$ cat src/rtl/con_rx_pkg.sv
package con_rx_pkg;
  localparam int BUF_W    = 16;
  localparam int CHR_W    = 8;
  localparam int B_ERRSUM = 15;
  localparam int B_OVRUN  = 14;
  localparam int B_FRAME  = 13;
  localparam int B_BREAK  = 10;
  localparam int S_DONE   = 7;
  localparam int S_IE     = 6;
endpackage

$ cat src/rtl/con_rx_status.sv
module con_rx_status (
  input  logic clk,
  input  logic rst,
  input  logic arrive,
  input  logic rd_clr,
  input  logic wr,
  input  logic wr_ie,
  output logic done_q,
  output logic ie_q,
  output logic irq_q
);
  logic ie_d, irq_d, done_d;

  always_comb begin
    ie_d   = wr ? wr_ie : ie_q;
    done_d = arrive ? 1'b1 : (rd_clr ? 1'b0 : done_q);
    irq_d  = irq_q;
    if (wr && !wr_ie)
      irq_d = 1'b0;
    else if (wr && wr_ie && done_q && !ie_q)
      irq_d = 1'b1;
    if (rd_clr)
      irq_d = 1'b0;
    if (arrive && ie_d)
      irq_d = 1'b1;
  end

  always_ff @(posedge clk) begin
    if (rst) begin
      done_q <= 1'b0;
      ie_q   <= 1'b0;
      irq_q  <= 1'b0;
    end else begin
      done_q <= done_d;
      ie_q   <= ie_d;
      irq_q  <= irq_d;
    end
  end
endmodule

$ cat src/rtl/con_rx_buffer.sv
module con_rx_buffer
  import con_rx_pkg::*;
#(
  parameter int DATA_W = BUF_W,
  parameter int CHAR_W = CHR_W
) (
  input  logic              clk,
  input  logic              rst,
  input  logic              load_char,
  input  logic              load_brk,
  input  logic              overrun,
  input  logic              mode8,
  input  logic [CHAR_W-1:0] char_in,
  input  logic              rd_clr,
  output logic [DATA_W-1:0] buf_q
);
  localparam int NARROW_W = CHAR_W - 1;
  localparam logic [CHAR_W-1:0] NARROW_MASK = {1'b0, {NARROW_W{1'b1}}};

  logic [CHAR_W-1:0] char_m;
  logic [DATA_W-1:0] char_word, brk_word, flags_word;

  always_comb begin
    char_m     = mode8 ? char_in : (char_in & NARROW_MASK);
    char_word  = '0;
    char_word[CHAR_W-1:0] = char_m;
    flags_word = '0;
    flags_word[B_ERRSUM] = overrun;
    flags_word[B_OVRUN]  = overrun;
    brk_word   = '0;
    brk_word[B_ERRSUM] = 1'b1;
    brk_word[B_FRAME]  = 1'b1;
    brk_word[B_BREAK]  = 1'b1;
  end

  always_ff @(posedge clk) begin
    if (rst)
      buf_q <= '0;
    else if (load_brk)
      buf_q <= brk_word;
    else if (load_char)
      buf_q <= char_word | flags_word;
    else if (rd_clr)
      buf_q[DATA_W-1:CHAR_W] <= '0;
  end
endmodule

$ cat src/rtl/con_rx_regs.sv
module con_rx_regs
  import con_rx_pkg::*;
#(
  parameter int DATA_W = BUF_W,
  parameter int CHAR_W = CHR_W
) (
  input  logic              clk,
  input  logic              rst,
  input  logic              rx_valid,
  input  logic [CHAR_W-1:0] rx_char,
  input  logic              rx_break,
  input  logic              mode8,
  input  logic              halt_en,
  input  logic              stat_wr,
  input  logic [DATA_W-1:0] stat_wdata,
  input  logic              buf_rd,
  output logic [DATA_W-1:0] stat_q,
  output logic [DATA_W-1:0] buf_q,
  output logic              irq,
  output logic              halt_req
);
  logic done_q, ie_q, arrive;

  assign arrive = rx_valid | rx_break;

  con_rx_status u_status (
    .clk    (clk),
    .rst    (rst),
    .arrive (arrive),
    .rd_clr (buf_rd),
    .wr     (stat_wr),
    .wr_ie  (stat_wdata[S_IE]),
    .done_q (done_q),
    .ie_q   (ie_q),
    .irq_q  (irq)
  );

  con_rx_buffer #(.DATA_W(DATA_W), .CHAR_W(CHAR_W)) u_buffer (
    .clk       (clk),
    .rst       (rst),
    .load_char (rx_valid),
    .load_brk  (rx_break),
    .overrun   (done_q & ~buf_rd),
    .mode8     (mode8),
    .char_in   (rx_char),
    .rd_clr    (buf_rd),
    .buf_q     (buf_q)
  );

  always_comb begin
    stat_q         = '0;
    stat_q[S_DONE] = done_q;
    stat_q[S_IE]   = ie_q;
  end

  always_ff @(posedge clk) begin
    if (rst) halt_req <= 1'b0;
    else     halt_req <= rx_break & halt_en;
  end
endmodule

$ cat config.mk
export PLATFORM = sky130hd
export DESIGN_NAME = con_rx_regs
export DESIGN_NICKNAME = d
export VERILOG_FILES = /design/src/rtl/con_rx_pkg.sv /design/src/rtl/con_rx_status.sv /design/src/rtl/con_rx_buffer.sv /design/src/rtl/con_rx_regs.sv
export SDC_FILE = /design/constraint.sdc
export NUM_CORES = 1
export LEC_CHECK = 0
export ABC_AREA = 0
export BUFFER_PORTS_ARGS = -buffer_cell sky130_fd_sc_hd__buf_2
export CAP_MARGIN = 10
export CORE_UTILIZATION = 33
export CTS_CLUSTER_SIZE = 10
export DETAILED_ROUTE_END_ITERATION = 8
export PLACE_DENSITY = 0.75
export RECOVER_POWER = 100
export SYNTH_ARGS = -nofsm -noshare
export SYNTH_HDL_FRONTEND = slang
export SYNTH_SLANG_ARGS = --single-unit
$ cat constraint.sdc
create_clock -name clk -period 0.8 [get_ports clk]
set_input_delay 0.04 -clock clk [delete_from_list [all_inputs] [get_ports clk]]
set_output_delay 0.04 -clock clk [all_outputs]
set_load 0.1 [all_outputs]
==> results of run 1 <==
worst max-delay path by stage:
stage | startpoint | end | cells after the start
floorplan | u_buffer.buf_q[15] | u_buffer.buf_q[15] | 3
global placement | u_buffer.buf_q[15] | u_buffer.buf_q[15] | 3
detailed placement | u_buffer.buf_q[15] | u_buffer.buf_q[15] | 3
CTS | u_status.done_q | stat_q[7] | 2
global route | u_status.done_q | stat_q[7] | 2
finish | u_status.done_q | stat_q[7] | 2
cells in the final DEF (no fill, tap or decap):
master	instances
conb_1	18
buf_2	16
buf_12	16
nor2_1	11
dfxtp_4	11
dlygate4sd3_1	8
mux2i_1	7
buf_4	5
inv_1	4
buf_6	4
nand2_1	3
clkbuf_4	3
dfxtp_2	3
a21oi_2	2
nand3_1	1
or2_1	1
a21oi_1	1
nand2b_1	1
a21o_2	1
and4b_1	1
o221ai_2	1
o21ai_1	1
mux2_4	1
and3b_2	1
a31oi_1	1
mux2i_4	1
nor3_4	1
clkinv_2	1
clkbuf_1	1
dfxtp_1	1
what timing repair did:
action,4_1_cts,5_1_grt
gates cloned,0,0
resized for setup,5,2
setup buffers,2,0
hold buffers,7,1
hold endpoints to repair,7,1
endpoints found under the setup margin,19,20
power by group:
part           internal, mW  total [mW]  switching, mW  leakage, nW
logic                 0.274        1.01          0.735        0.475
clock network         0.185       0.426          0.241       0.0177
registers             0.760       0.794         0.0342        0.132
registers in the layout (all words and copies together), names as in the netlist:
register and flops:
u_buffer.buf_q 11, halt_req 1, u_status.done_q 1, u_status.ie_q 1, u_status.irq_q 1
per-layer routing:
metal | part of all wire | wire [um]
met5 | 0 | 0
met1 | 0.36 | 573
met4 | 0 | 0
met2 | 0.55 | 884
met3 | 0.089 | 142
metrics by stage:
step / util / total power [mW] / instances / setup TNS, ns
6_report: 0.657 / 2.23 / 154 / -1.38
4_1_cts: 0.653 / 2.25 / 153 / -1.64
3_5_place_dp: 0.586 / 1.77 / 140 / -0.112
3_3_place_gp: 0.586 / 1.76 / 140 / -0.0587
2_1_floorplan: - / 1.59 / 96 / -0.324
5_1_grt: 0.657 / 2.33 / 154 / -2.26
kinds of logic after synthesis:
| family | Yosys count |
|---|---|
| DFF | 15 |
| muxes | 9 |
| buffers and inverters | 27 |
| AOI/OAI and AO/OA | 7 |
| other | 1 |
| and+or+nand+nor | 20 |
layout make-up:
cell class                 count  area [um2]  area share
clock buffer                   3        22.5      0.0170
sequential                    15         345       0.260
inverter                       4        15.0      0.0113
timing repair buffer          50         567       0.427
multi-input combinational     54         339       0.255
clock inverter                 1        5.00     0.00377
tap                           27        33.8      0.0254
==> results.json, run 1 <==
{
  "status": "finished, violations left",
  "violations": "setup timing",
  "antenna_left": 0,
  "grt_max_degree": 10,
  "wl_per_cell_um": 10.4,
  "crit_chain": "buf_6, buf_12",
  "setup_violations": 19,
  "clock_sink_count": 15,
  "reg2regPathDepth": 3,
  "min_path_type": "in2reg",
  "path_clk_slew_ns": 0.09,
  "synthXorXnorAreaFrac": 0,
  "final_net_count": 160,
  "viasPerCell": 4.16,
  "cp.required_ns": 0.76,
  "hold_path_startpoint": "halt_en",
  "dpl_cell_area_um2": 1180,
  "slowest_delay_ns": 0.36,
  "synthTopCellsByArea": "dfxtp_1 41%, buf_4 22%, mux2i_1 11%",
  "yosysMostFrequentCell": "buf_4",
  "synth_seq_cells": 15,
  "grt_pass1_vias": 613,
  "holdPathEnd": "halt_req",
  "fp.dieH_um": 49.3,
  "rsz0062_at_grt": "true",
  "synth_top_family_by_area": "buffers and inverters",
  "cap_violations": 0,
  "reg2reg_slack_ns": -0.07,
  "synth_mux_area_frac": 0.124,
  "ys_types": 20,
  "r2r_start": "u_status.done_q",
  "drt_wl_total_um": 1600,
  "synthTopCellsByCount": "22 x buf_4, 15 x dfxtp_1, 11 x nor2_1",
  "fin_crit_sh": 1.19,
  "vias": 641,
  "fin_crit_ns": 0.950,
  "critPathKind": "reg2out",
  "die_x_um": 49.3,
  "dieArea_um2": 2430,
  "drtIter0Drc": 3,
  "async_reset_ff_frac": 0,
  "firstDrtPassIters": 2,
  "slew_violations": 0,
  "rows": 16,
  "clock-root-buffer": "clkbuf_4",
  "power.density_nw_per_um2": 1680,
  "clockBufferDepth": 2,
  "worstPathMaxFanout": 4,
  "initial_utilization": 0.364,
  "clock.fmax_ghz": 1.05,
  "cp-start-kind": "flop",
  "yosysSeqAreaShare": 0.407,
  "synthAdderAreaFrac": 0,
  "worst_slack_ns": -0.150,
  "min_path_cells": 2,
  "synth_compound_area_frac": 0.0594,
  "synth-warning-count": 0,
  "syn_area_um2": 737,
  "design_area_um2": 1330,
  "antenna_found_initial": 0,
  "busiest_layer": "met2",
  "critPathTopFamily": "flip-flops",
  "grt.total_usage": 0.150,
  "grt.overflow.total": 0,
  "ios": 66,
  "syn_avg_cell_area_um2": 9.33,
  "r2r_end": "u_buffer.buf_q[15]",
  "met3_usage": 0.0654,
  "synth-simple-area-share": 0.144,
  "holdWs_ns": 0.0280,
  "finalHoldViolCount": 0,
  "worstSkewPairLatency_ns": 0.28,
  "placeableCoreArea_um2": 2020,
  "dpl_worst_slack_ns": -0.0482,
  "cp_num_buf_inv": 2,
  "synth_edf_count": 0,
  "yosysTopAreaCellShare": 0.407,
  "finClkSkew_ns": 0.00119,
  "grt_pass1_wl_um": 2670,
  "fillers": 185,
  "cts_tree": "yes",
  "syn_to_final_growth_pct": 80.1,
  "critPathCaptureType": "output pin",
  "n_antenna_cell": 0,
  "gp_congestion": 0.681,
  "grt_use_met1": 0.137,
  "synth_top_area_cell": "dfxtp_1",
  "numPortBuffers": 32,
  "drive_above_1_share": 0.528,
  "p_leak_nw": 0.624,
  "drc": 0,
  "cts_buffers": 3,
  "cp_slowest_cell": "dfxtp_4",
  "use_met2": 0.276,
  "ir_drop_v": 0.00115,
  "htreeDepth": 1,
  "synthesis.instances": 79,
  "critPathArrivalTime_ns": 0.91,
  "dp_hpwl_um": 1250,
  "ys.flop_type": "dfxtp_1"
}
Note: power is estimated with default switching activity, not from simulation.
==> run 2: changes to the inputs <==
==> constraint.sdc (replaced) <==
create_clock -name clk -period 0.8 [get_ports clk]
set_input_delay 0.12 -clock clk [delete_from_list [all_inputs] [get_ports clk]]
set_output_delay 0.12 -clock clk [all_outputs]
set_load 0.1 [all_outputs]
==> results.json, run 2 (synthesis results as in run 1) <==
{
  "status": "finished, violations left",
  "violations": "setup timing",
  "htreeDepth": 1,
  "placeableCoreArea_um2": 2020,
  "drt_wl_total_um": 1570,
  "reg2regPathDepth": 4,
  "fin_crit_sh": 1.27,
  "cts_tree": "yes",
  "finClkSkew_ns": 0.00756,
  "power.density_nw_per_um2": 1770,
  "dp_hpwl_um": 1290,
  "ir_drop_v": 0.00125,
  "min_path_type": "in2reg",
  "wl_per_cell_um": 10.7,
  "dpl_cell_area_um2": 1180,
  "p_total_mw": 2.22,
  "syn_to_final_growth_pct": 69.6,
  "grt_pass1_vias": 602,
  "cts.hold.buffers_added": 0,
  "grt_max_degree": 10,
  "holdWs_ns": 0.0404,
  "worstPathMaxFanout": 2,
  "viasPerCell": 4.15,
  "antenna_found_initial": 0,
  "drc": 0,
  "slowest_delay_ns": 0.35,
  "gp_congestion": 0.659,
  "reg2reg_slack_ns": -0.19,
  "critPathCaptureType": "output pin",
  "rows": 16,
  "dpl_worst_slack_ns": -0.0621,
  "p_leak_nw": 0.596,
  "grt_pass1_wl_um": 2700,
  "grt.total_usage": 0.150,
  "critPathKind": "reg2out",
  "r2r_end": "u_status.irq_q",
  "fin_cells": 147,
  "cp_slowest_cell": "dfxtp_4",
  "final_cell_mix": "18 x conb_1, 16 x buf_2, 16 x buf_12, 11 x nor2_1, 9 x dfxtp_4",
  "holdPathEnd": "u_buffer.buf_q[14]",
  "cp.required_ns": 0.68,
  "final_net_count": 153,
  "rsz0062_at_grt": "true",
  "critPathArrivalTime_ns": 0.89,
  "largest_reg_flops": 11,
  "cp_num_buf_inv": 2,
  "finalHoldViolCount": 0,
  "clock_sink_count": 15,
  "n_antenna_cell": 0,
  "cts_buffers": 3,
  "cap_violations": 0,
  "min_path_cells": 2,
  "slew_violations": 0,
  "initial_utilization": 0.364,
  "hold_path_startpoint": "buf_rd",
  "clock.fmax_ghz": 0.988,
  "path_clk_slew_ns": 0.09,
  "drtIter0Drc": 1,
  "grt.overflow.total": 0,
  "ios": 66,
  "clock-root-buffer": "clkbuf_4",
  "largest_register": "u_buffer.buf_q",
  "fin_crit_ns": 1.01,
  "numPlacedInstances": 140,
  "antenna_left": 0,
  "r2r_start": "u_status.ie_q",
  "vias": 610,
  "cp-start-kind": "flop",
  "setup_violations": 20,
  "die_x_um": 49.3,
  "design_area_um2": 1250,
  "fp.dieH_um": 49.3,
  "crit_chain": "buf_6, buf_12",
  "critPathTopFamily": "flip-flops",
  "firstDrtPassIters": 2,
  "drive_above_1_share": 0.550,
  "layout_commonest_cell": "conb_1",
  "worstSkewPairLatency_ns": 0.28,
  "numPortBuffers": 32,
  "worst_slack_ns": -0.212,
  "clockBufferDepth": 2,
  "dieArea_um2": 2430
}
-- run 2: routing by layer --
metal | routed length [um] | track usage | vias to the layer above | share of wire
met5 | 0 | 0 | - | 0
met2 | 909 | 0.297 | 35 | 0.58
met3 | 150 | 0.0654 | 0 | 0.095
met4 | 0 | 0.0588 | 0 | 0
met1 | 513 | 0.127 | 275 | 0.33
li1 | - | - | 300 | -
-- run 2: worst max-delay path by stage --
stage                       startpoint                 end  depth (start not counted)
finish              u_buffer.buf_q[15]           buf_q[15]                          2
global route        u_buffer.buf_q[15]           buf_q[15]                          2
CTS                 u_buffer.buf_q[15]           buf_q[15]                          2
detailed placement       u_status.ie_q      u_status.irq_q                          3
global placement              rx_break  u_buffer.buf_q[14]                          3
floorplan           u_buffer.buf_q[13]           buf_q[13]                          1
-- run 2: final cells by class --
| type | count | area, um2 |
|---|---|---|
| Timing Repair Buffer | 43 | 498 |
| Tap cell | 27 | 33.8 |
| Fill cell | 197 | 772 |
| Inverter | 4 | 15.0 |
| Multi-Input combinational cell | 54 | 338 |
| Clock inverter | 1 | 5.00 |
| Sequential cell | 15 | 338 |
| Clock buffer | 3 | 22.5 |
-- run 2: report_power, final --
group	switching [mW]	internal, mW
Clock	0.245	0.185
Sequential	0.0334	0.764
Combinational	0.732	0.258
-- run 2: metrics by stage --
stage	TNS, ns	util
2_1_floorplan	-0.404	-
3_3_place_gp	-0.222	0.586
3_5_place_dp	-0.456	0.586
4_1_cts	-3.08	0.624
5_1_grt	-3.76	0.618
6_report	-2.99	0.618
-- run 2: what timing repair did --
action	CTS	global route
setup buffers	3	0
setup endpoints to repair	19	21
gates resized for setup	6	1
pin swaps	0	1
